### src/rtl/m2a_pkg.sv
package m2a_pkg;

    typedef enum logic [2:0] {
        ST_IDLE    = 3'd0,
        ST_WR_SEND = 3'd1,
        ST_WR_RESP = 3'd2,
        ST_RD_ADDR = 3'd3,
        ST_RD_RESP = 3'd4
    } m2a_state_e;

    localparam int unsigned PROT_W = 3;
    localparam logic [PROT_W-1:0] PROT_WRITE = 3'b000;

    // Bit 2 of the protection field marks an instruction access.
    function automatic logic [PROT_W-1:0] read_prot(input logic is_fetch);
        return {is_fetch, 2'b00};
    endfunction

endpackage

### src/rtl/m2a_hs_flag.sv
module m2a_hs_flag (
    input  logic clk,
    input  logic rst_n,
    input  logic arm,
    input  logic valid,
    input  logic ready,
    output logic done
);

    // Remembers that a channel handshake happened during the current write.
    always_ff @(posedge clk) begin
        if (!rst_n) begin
            done <= 1'b0;
        end else if (!arm) begin
            done <= 1'b0;
        end else if (valid && ready) begin
            done <= 1'b1;
        end
    end

endmodule

### src/rtl/m2a_fsm.sv
module m2a_fsm
    import m2a_pkg::*;
(
    input  logic clk,
    input  logic rst_n,
    input  logic req_valid,
    input  logic req_is_write,
    input  logic aw_done,
    input  logic w_done,
    input  logic awready,
    input  logic wready,
    input  logic arready,
    input  logic bvalid,
    input  logic rvalid,
    output logic awvalid,
    output logic wvalid,
    output logic arvalid,
    output logic bready,
    output logic rready,
    output logic req_ready,
    output logic arm_write
);

    m2a_state_e state_q;
    m2a_state_e state_d;

    logic aw_fin;
    logic w_fin;

    assign aw_fin = aw_done || (awvalid && awready);
    assign w_fin  = w_done  || (wvalid  && wready);

    always_comb begin
        state_d = state_q;
        unique case (state_q)
            ST_IDLE: begin
                if (req_valid) begin
                    state_d = req_is_write ? ST_WR_SEND : ST_RD_ADDR;
                end
            end
            ST_WR_SEND: begin
                if (aw_fin && w_fin) begin
                    state_d = ST_WR_RESP;
                end
            end
            ST_WR_RESP: begin
                if (bvalid) begin
                    state_d = ST_IDLE;
                end
            end
            ST_RD_ADDR: begin
                if (arready) begin
                    state_d = ST_RD_RESP;
                end
            end
            ST_RD_RESP: begin
                if (rvalid) begin
                    state_d = ST_IDLE;
                end
            end
            default: state_d = ST_IDLE;
        endcase
    end

    always_ff @(posedge clk) begin
        if (!rst_n) begin
            state_q <= ST_IDLE;
        end else begin
            state_q <= state_d;
        end
    end

    always_comb begin
        awvalid   = 1'b0;
        wvalid    = 1'b0;
        arvalid   = 1'b0;
        bready    = 1'b0;
        rready    = 1'b0;
        req_ready = 1'b0;
        arm_write = 1'b0;
        unique case (state_q)
            ST_IDLE: begin
            end
            ST_WR_SEND: begin
                arm_write = 1'b1;
                awvalid   = !aw_done;
                wvalid    = !w_done;
            end
            ST_WR_RESP: begin
                bready    = 1'b1;
                req_ready = bvalid;
            end
            ST_RD_ADDR: begin
                arvalid = 1'b1;
            end
            ST_RD_RESP: begin
                rready    = 1'b1;
                req_ready = rvalid;
            end
            default: begin
            end
        endcase
    end

endmodule

### src/rtl/memreq_axil_master.sv
module memreq_axil_master
    import m2a_pkg::*;
#(
    parameter int unsigned ADDR_W = 32,
    parameter int unsigned DATA_W = 32
) (
    input  logic                  clk,
    input  logic                  rst_n,
    input  logic                  req_valid,
    input  logic                  req_fetch,
    input  logic [ADDR_W-1:0]     req_addr,
    input  logic [DATA_W-1:0]     req_wdata,
    input  logic [DATA_W/8-1:0]   req_wstrb,
    output logic                  req_ready,
    output logic [DATA_W-1:0]     req_rdata,
    output logic                  m_awvalid,
    input  logic                  m_awready,
    output logic [ADDR_W-1:0]     m_awaddr,
    output logic [2:0]            m_awprot,
    output logic                  m_wvalid,
    input  logic                  m_wready,
    output logic [DATA_W-1:0]     m_wdata,
    output logic [DATA_W/8-1:0]   m_wstrb,
    input  logic                  m_bvalid,
    output logic                  m_bready,
    output logic                  m_arvalid,
    input  logic                  m_arready,
    output logic [ADDR_W-1:0]     m_araddr,
    output logic [2:0]            m_arprot,
    input  logic                  m_rvalid,
    output logic                  m_rready,
    input  logic [DATA_W-1:0]     m_rdata
);

    localparam int unsigned STRB_W  = DATA_W / 8;
    localparam int unsigned N_WR_CH = 2;   // index 0: AW, index 1: W

    logic               arm_write;
    logic               is_write;
    logic [N_WR_CH-1:0] ch_valid;
    logic [N_WR_CH-1:0] ch_ready;
    logic [N_WR_CH-1:0] ch_done;

    assign is_write = (req_wstrb != {STRB_W{1'b0}});

    m2a_fsm u_fsm (
        .clk          (clk),
        .rst_n        (rst_n),
        .req_valid    (req_valid),
        .req_is_write (is_write),
        .aw_done      (ch_done[0]),
        .w_done       (ch_done[1]),
        .awready      (m_awready),
        .wready       (m_wready),
        .arready      (m_arready),
        .bvalid       (m_bvalid),
        .rvalid       (m_rvalid),
        .awvalid      (m_awvalid),
        .wvalid       (m_wvalid),
        .arvalid      (m_arvalid),
        .bready       (m_bready),
        .rready       (m_rready),
        .req_ready    (req_ready),
        .arm_write    (arm_write)
    );

    assign ch_valid = {m_wvalid, m_awvalid};
    assign ch_ready = {m_wready, m_awready};

    for (genvar g = 0; g < N_WR_CH; g++) begin : g_wr_flag
        m2a_hs_flag u_flag (
            .clk   (clk),
            .rst_n (rst_n),
            .arm   (arm_write),
            .valid (ch_valid[g]),
            .ready (ch_ready[g]),
            .done  (ch_done[g])
        );
    end

    // Payload is a straight pass-through: the requester holds it steady.
    assign m_awaddr  = req_addr;
    assign m_awprot  = PROT_WRITE;
    assign m_wdata   = req_wdata;
    assign m_wstrb   = req_wstrb;
    assign m_araddr  = req_addr;
    assign m_arprot  = read_prot(req_fetch);
    assign req_rdata = m_rdata;

endmodule

### config.mk
export PLATFORM = sky130hd
export DESIGN_NAME = memreq_axil_master
export DESIGN_NICKNAME = d
export VERILOG_FILES = /design/src/rtl/m2a_pkg.sv /design/src/rtl/m2a_hs_flag.sv /design/src/rtl/m2a_fsm.sv /design/src/rtl/memreq_axil_master.sv
export SDC_FILE = /design/constraint.sdc
export NUM_CORES = 1
export LEC_CHECK = 0
export CAP_MARGIN = 5
export CORE_AREA = 2 2 99 101
export CTS_CLUSTER_SIZE = 16
export DETAILED_ROUTE_END_ITERATION = 7
export DIE_AREA = 0 0 101 103
export DONT_BUFFER_PORTS = 1
export SETUP_SLACK_MARGIN = 0.15
export SLEW_MARGIN = 20
export SYNTH_ARGS = -nofsm -noshare
export SYNTH_HDL_FRONTEND = slang
export SYNTH_SLANG_ARGS = --single-unit
### constraint.sdc
create_clock -name clk -period 1.37 [get_ports clk]
set_input_delay 0.274 -clock clk [delete_from_list [all_inputs] [get_ports clk]]
set_output_delay 0.274 -clock clk [all_outputs]
set_load 0.02 [all_outputs]
==> qor_table.md, run 1 <==
| Parameter | This run | Unit |
|---|---|---|
| Destination of the worst register-to-register timing path | u_fsm.state_q[1] | - |
| Pwr Density | 896 | nW/µm² |
| Critical-path cell with the highest stage delay | dfxtp_4 | - |
| Horiz. Die Dim | 101 | µm |
| Clock-pin slew on the worst setup and hold paths | 40 | ps |
| Worst-Margin Slew | 491 | ps |
| Final-layout setup total negative slack | -5.38 | ps |
| Cells on worst reg2reg path | 4 | - |
| Share of the clock period used by the worst path | 1.00 | - |
| Cell depth of the worst setup path | 3 | - |
| Row Count | 36 | - |
| Routed length on met3 | 604 | µm |
| Worst reg2reg path startpoint | u_fsm.state_q[2] | - |
| Slew Limit Fails | 0 | - |
| Total die area | 10,400 | µm² |
| Chip height | 103 | µm |
| Total grt overflow | 0 | - |
| Uppermost layer routed | met4 | - |
| Worst Clk Skew | 0.309 | ps |
| Endpoint type of the worst setup path | output port | - |
| Number of library cell types mapped by synthesis | 22 | - |
| DP Wirelength | 2330 | µm |
| Number of buffers and inverters on the critical path | 1 | - |
| Type of the worst setup path | flip-flop to output port | - |
| Global placer's final weighted congestion | 0.611 | - |
| Pin count of the biggest net entering global routing | 8 | - |
| Final Hold Vio Count | 0 | - |
| Initial DRC Count | 8 | - |
| Total number of nets in the final design | 166 | - |
| Avg Inst Size Synth | 7.74 | µm² |
| Worst Setup SP | u_fsm.state_q[0] | - |
| Reg-to-reg setup timing slack | 230 | ps |
| Outcome | complete, but fails checks | - |
| Failing checks | setup timing | - |
| Setup slack of the critical path after layout | -5.38 | ps |
| Count of mapped cells out of synthesis | 175 | - |
| Wire per inst | 16.2 | µm |
| Number of port buffers | 0 | - |
| Routed met1 length | 495 | µm |
| Cell Count, Final, Fillers Out | 170 | - |
| Peak supply drop | 0.110 | mV |
| Initial antenna violation count | 0 | - |
| Number of placed instances with taps included | 160 | - |
| WL final | 2760 | µm |
| Number of clock buffers inserted by TritonCTS | 3 | - |
| Critical path destination | req_ready | - |
| Data required, critical path | 1100 | ps |
| Shortest clock period the worst path allows after layout | 1380 | ps |
| Arrival time at the worst endpoint | 1100 | ps |
| Total number of vias | 500 | - |
| Routed length on met2 | 1260 | µm |
| Summed instance area of the synthesized netlist | 1350 | µm² |
| Highest Clock Rate | 727 | MHz |
| Area grow syn2layout | -51.2 | % |
| Type of the most critical hold path | input pin to flip-flop | - |
| Max transition margin | 0.669 | - |
| Antenna Nets Post-Route | 0 | - |
| Cell family with most CP delay | flip-flops | - |
| Global-route wire length before repair | 3680 | µm |
| Total leakage power | 0.230 | nW |
| Synth warn | 0 | - |
| Initial DRT Pass Iterations | 4 | - |
| CP cell instances | buf_12 > nor3b_4 > a22o_4 | - |
| Fraction of layout instances using a drive strength above 1 | 0.464 | - |
| CP max FO | 4 | - |
| Setup violators final | 1 | - |
| # diodes | 0 | - |
| Synthesis-stage register bit count | 5 | - |
| RSZ-0062 raised after global routing | true | - |
| Max-cap check violation count | 0 | - |
| Number of primary I/O pins | 253 | - |
| DRC errors left | 0 | - |
| Core area | 9460 | µm² |
| Via count of the first global-routing pass | 554 | - |
| Routed vias/inst | 2.94 | - |
| Total number of H-tree levels | 1 | - |
| Portion of the post-synthesis area used by sequential elements | 0.0739 | - |
| TritonCTS clock tree | yes | - |
| Delay of the slowest critical-path stage | 340 | ps |
| Number of sinks driven by the clock tree | 5 | - |
| Overall Global Routing Usage | 0.0516 | - |
| Root Buffer | clkbuf_8 | - |
| Worst-Skew Late Latency | 220 | ps |
| CTS Buffer Depth | 2 | - |
| Starting density of the core | 0.143 | - |
| Critical Path Start Type | flip-flop | - |
timing repair:
action                     CTS  global route
setup buffers                5             1
pin swaps                    3             5
hold buffers                 0             0
resized for setup            9             1
setup endpoints to repair    6             7
registers in the layout, summed over array words and instances, names as in the netlist:
name and count:
g_wr_flag.u_flag.done 2, u_fsm.state_q 3
layout by cell type (no fill, tap or decap):
cell type / n
mux2i_1: 1
nor2b_1: 1
buf_4: 9
nand2_1: 2
dfxtp_1: 2
mux2_1: 1
o21ai_1: 1
conb_1: 5
clkbuf_8: 3
dfxtp_4: 3
nor3b_4: 2
nand4b_1: 1
a2bb2oi_1: 1
and3b_2: 1
nor2_4: 1
a22o_4: 1
nor2_1: 7
nand2b_1: 2
nand2_2: 1
nand4_1: 2
o211ai_2: 1
o22ai_1: 1
nor4_1: 1
clkbuf_1: 1
buf_6: 2
a21boi_2: 1
nand3_1: 1
buf_12: 1
cells in the mapped netlist:
| cell type | number | share of area |
|---|---|---|
| nor3b_4 | 1 | 0.014 |
| a2bb2oi_1 | 1 | 0.0065 |
| nor3b_2 | 1 | 0.0092 |
| nor2_1 | 8 | 0.022 |
| mux2i_1 | 1 | 0.0074 |
| o21ai_1 | 1 | 0.0037 |
| nand2b_1 | 2 | 0.0092 |
| buf_4 | 139 | 0.77 |
| nand3_1 | 1 | 0.0037 |
| nand4b_1 | 1 | 0.0065 |
| dfxtp_1 | 5 | 0.074 |
| a22o_1 | 1 | 0.0065 |
| nand4_1 | 2 | 0.0092 |
| o211ai_2 | 1 | 0.0092 |
| nand2_1 | 3 | 0.0083 |
| nor2b_1 | 1 | 0.0046 |
| and3b_1 | 1 | 0.0065 |
| o22ai_1 | 1 | 0.0046 |
| nor4_1 | 1 | 0.0046 |
| conb_1 | 1 | 0.0028 |
| mux2_1 | 1 | 0.0083 |
| a21boi_2 | 1 | 0.0083 |
layer usage:
layer | vias up | global-route usage
met4 | 0 | 0.0780
met2 | 80 | 0.0826
li1 | 168 | -
met5 | - | 0
met3 | 61 | 0.0461
met1 | 191 | 0.0246
power by group:
group / switching [mW] / internal, mW / total (mW)
Combinational: 0.0767 / 0.0747 / 0.151
Clock: 0.0749 / 0.200 / 0.275
Sequential: 0.0114 / 0.154 / 0.166
Total: 0.163 / 0.429 / 0.592
how the worst min path moves through the flow:
stage,endpoint,start,depth (start not counted),slack [ps]
2_1_floorplan,g_wr_flag[0].u_flag.done,m_awready,2,390
3_3_place_gp,g_wr_flag[0].u_flag.done,m_awready,2,390
3_5_place_dp,g_wr_flag[0].u_flag.done,m_awready,2,420
4_1_cts,g_wr_flag[0].u_flag.done,m_awready,2,180
5_1_grt,g_wr_flag[1].u_flag.done,m_wready,2,190
6_report,g_wr_flag[0].u_flag.done,m_awready,2,180
through the flow:
step | cell area (µm²) | util | hold WS, ps | setup slack [ps] | total power [mW]
floorplan | 1390 | - | 390 | 148 | 0.830
global placement | 543 | 0.0574 | 393 | 197 | 0.292
detailed placement | 543 | 0.0574 | 417 | 165 | 0.295
CTS | 649 | 0.0687 | 176 | -30.3 | 0.597
global route | 661 | 0.0698 | 194 | -50.9 | 0.633
finish | 661 | 0.0698 | 180 | -5.38 | 0.592
logic make-up (layout without fill, tap and decap cells):
group                  Yosys count  count (layout)  share of synthesized area
flip-flops                       5               5                     0.0739
buffers and inverters          139              16                      0.771
AND/OR/NAND/NOR                 22              22                     0.0980
multiplexers                     2               2                     0.0157
other                            1               5                    0.00277
AO/OA/AOI/OAI                    6               6                     0.0388
area by class of cell:
cell class                 instances  area, µm²
fill                            1104       8800
tap                              114        143
clock buffer                       4       45.0
sequential                         5        111
multi-input combinational         35        251
timing repair buffer              12        110
worst register-to-register path, cell delays in order (launching register included):
cell and delay [ps]:
dfxtp_4 380, buf_4 130, mux2_1 320, nand4_1 100
o211ai_2 90
Note: power is estimated with default switching activity, not from simulation.
==> inputs of run 2 (changes only) <==
Settings changed: ABC_AREA set to 1, ABC_CLOCK_PERIOD_IN_PS set to 1370, CORE_AREA 2 2 99 101 to 2 2 97 99, DIE_AREA 0 0 101 103 to 0 0 99 101.
==> run 2 against run 1 <==
  * First-iteration DRC count down 38%
  * Highest routed layer unchanged
  * The run still ends with setup timing left
  * Routed wire length up 19%
  * Via count up 18%
  * Critical path depth up 2
  * Sequential share of layout area down 3.3 points
  * Hold slack worse by 14 ps
  * Clock power up 1%
  * Worst setup slack worse by 11 ps
==> qor_table.md, run 2 <==
| Parameter | This run | Unit |
|---|---|---|
| Initial DRT Pass Iterations | 2 | - |
| Dominant cell by count in the synthesized netlist | buf_4 | - |
| Total die area | 10000 | µm² |
| Number of library cell types mapped by synthesis | 17 | - |
| Global placer's final weighted congestion | 0.771 | - |
| Post-placement setup slack | 113 | ps |
| TritonCTS clock tree | yes | - |
| # diodes | 0 | - |
| Core area | 8980 | µm² |
| Avg Inst Size Synth | 7.08 | µm² |
| Proportion of netlist area held by the largest area contributor | 0.743 | - |
| Number of synthesized flops with an enable pin | 0 | - |
| Critical Path Start Type | flip-flop | - |
| Via count of the first global-routing pass | 603 | - |
| Worst reg2reg path startpoint | u_fsm.state_q[0] | - |
| Fraction of layout instances using a drive strength above 1 | 0.612 | - |
| Synth Area in Simple Gates | 0.142 | - |
| Chip height | 101 | µm |
| Post-synthesis async set-or-reset flop share | 0 | - |
| Failing checks | setup timing | - |
| DRC errors left | 0 | - |
| Number of sinks driven by the clock tree | 5 | - |
| Type of the worst setup path | flip-flop to output port | - |
| Data required, critical path | 1100 | ps |
| Count of mapped cells out of synthesis | 197 | - |
| Setup violators final | 2 | - |
| Top cells by area, synth | buf_4, dfxtp_1, nand2_1, inv_1, nor2_1 | - |
| Top FF cell, synth | dfxtp_1 | - |
| CP max FO | 4 | - |
| Summed instance area of the synthesized netlist | 1390 | µm² |
| Highest Clock Rate | 721 | MHz |
| Most common cell after layout, fill and taps aside | buf_4 | - |
| Number of port buffers | 0 | - |
| Cell type with the highest aggregate area in the netlist | buf_4 | - |
| Initial DRC Count | 5 | - |
| Total leakage power | 0.333 | nW |
| Root Buffer | clkbuf_8 | - |
| Adder and majority cell fraction of the synthesized area | 0 | - |
| RSZ-0062 raised after global routing | true | - |
| Most used standard cells in the synthesized netlist | buf_4, nand2_1, inv_1, nor2_1 | - |
| Dominant combinational cell family by area after synthesis | buffers and inverters | - |
| Post-route cell area | 823 | µm² |
| Final Hold Vio Count | 0 | - |
| Antenna Nets Post-Route | 0 | - |
| Pwr Density | 1950 | nW/µm² |
| Mux contribution to synthesized area | 0 | - |
| Hold Crit Endpoint | u_fsm.state_q[1] | - |
| WL final | 3290 | µm |
| Type of the most critical hold path | input pin to flip-flop | - |
| Row Count | 35 | - |
| Met3 demand-to-capacity share in global routing | 0.0506 | - |
| Total number of nets in the final design | 195 | - |
| Reg-to-reg setup timing slack | 30 | ps |
| Outcome | complete, but fails checks | - |
| Total grt overflow | 0 | - |
| DP Wirelength | 2530 | µm |
| Final cell utilization of the core | 0.0917 | - |
| Setup slack of the critical path after layout | -16.2 | ps |
| Shortest clock period the worst path allows after layout | 1390 | ps |
| Clock-pin slew on the worst setup and hold paths | 30 | ps |
| Min-delay src | rst_n | - |
| Worst-Skew Late Latency | 230 | ps |
| Post-synthesis share of cell area spent on xor and xnor gates | 0 | - |
| Peak supply drop | 0.303 | mV |
| Worst Clk Skew | 0.400 | ps |
| Total number of vias | 591 | - |
| Wire per inst | 16.8 | µm |
| Total number of H-tree levels | 1 | - |
| Initial antenna violation count | 0 | - |
| Synth warn | 0 | - |
| Slew Limit Fails | 0 | - |
| Horiz. Die Dim | 99 | µm |
| Largest regs | u_fsm.state_q: 3 flops, g_wr_flag.u_flag.done: 2 flops | - |
| Synthesis-stage register bit count | 5 | - |
| Portion of the post-synthesis area used by sequential elements | 0.0718 | - |
| Area grow syn2layout | -40.9 | % |
| Largest register FFs | 3 | - |
| Routed vias/inst | 3.02 | - |
| Starting density of the core | 0.155 | - |
| Cells on worst reg2reg path | 11 | - |
| Pin count of the biggest net entering global routing | 7 | - |
| Max-cap check violation count | 0 | - |
| Arrival time at the worst endpoint | 1110 | ps |
| CTS Buffer Depth | 2 | - |
| Hold Crit Depth | 2 | - |
| Overall Global Routing Usage | 0.0581 | - |
| Register name with the most flops | u_fsm.state_q | - |
| Synthesized-area fraction occupied by ao, oa, aoi and oai cells | 0.0108 | - |
| Met2 Use GR | 0.106 | - |
| Destination of the worst register-to-register timing path | u_fsm.state_q[0] | - |
| Number of primary I/O pins | 253 | - |
| GR Util met1 | 0.0286 | - |
| Placed instance area | 563 | µm² |
| Cell Count, Final, Fillers Out | 196 | - |
| Final-layout setup total negative slack | -24.3 | ps |
| Global-route wire length before repair | 4200 | µm |
| GRT Max-Usage Layer | met2 | - |
| Endpoint type of the worst setup path | output port | - |
| Number of clock buffers inserted by TritonCTS | 3 | - |
| Share of the clock period used by the worst path | 1.01 | - |
| Number of placed instances with taps included | 177 | - |
## run 2: cell count changes after synthesis, moves of 2 or more
cell,change
nor2_2,+4
and3_1,+2
nand2_2,+4
nand2b_1,-2
inv_1,+9
inv_2,+2
nand3_1,+4
a21oi_1,+2
nand2_1,+8
## run 2: cell type report
| type | instances | area, µm² |
|---|---|---|
| Clock buffer | 4 | 45.0 |
| Fill cell | 1033 | 8150 |
| Inverter | 11 | 48.8 |
| Multi-Input combinational cell | 47 | 318 |
| Sequential cell | 5 | 111 |
| Tap cell | 111 | 139 |
| Timing Repair Buffer | 18 | 161 |
## run 2: worst max-delay path, cell delays in order, from the launching register on
cell and delay [ps]:
dfxtp_4 370, inv_4 50, buf_6 110, nor2_4 140, inv_4 60, nor2_4 150
## run 2: worst max path at each step
stage                startpoint         to  slack, ps  cells after the start
6_report       u_fsm.state_q[0]  m_awvalid        -20                      5
3_3_place_gp   u_fsm.state_q[1]  m_awvalid        160                      5
2_1_floorplan  u_fsm.state_q[1]  m_awvalid        140                      5
5_1_grt        u_fsm.state_q[0]  m_awvalid        -70                      5
4_1_cts        u_fsm.state_q[2]  m_awvalid        0.2                      5
3_5_place_dp   u_fsm.state_q[2]  m_awvalid        110                      5
## run 2: timing repair
item	CTS	global route
resized for setup	18	13
pin swaps	9	6
hold buffers	0	0
setup endpoints to repair	7	11
buffers inserted	11	4
## run 2: kinds of logic after synthesis
| family | Yosys count |
|---|---|
| other | 1 |
| AOI/OAI and AO/OA | 3 |
| and+or+nand+nor | 39 |
| buffers and inverters | 149 |
| DFF | 5 |
## run 2: where the power goes
part | leakage [nW] | internal [mW] | switching, mW | total, mW
sequential | 0.0428 | 0.196 | 0.0651 | 0.261
combinational | 0.267 | 0.517 | 0.551 | 1.07
clock | 0.0228 | 0.200 | 0.0789 | 0.279
total | 0.333 | 0.913 | 0.695 | 1.61
## run 2: stage by stage
stage	power, mW	hold WS (ps)
after detailed placement	0.811	393
after global placement	0.805	397
after CTS	1.40	154
final	1.61	166
after global routing	1.72	163
after floorplan	1.27	376
## run 2: layer usage
metal / vias to the layer above / wire (µm)
met2: 75 / 1790
li1: 228 / -
met4: 0 / 272
met3: 42 / 690
met1: 246 / 541
met5: - / 0
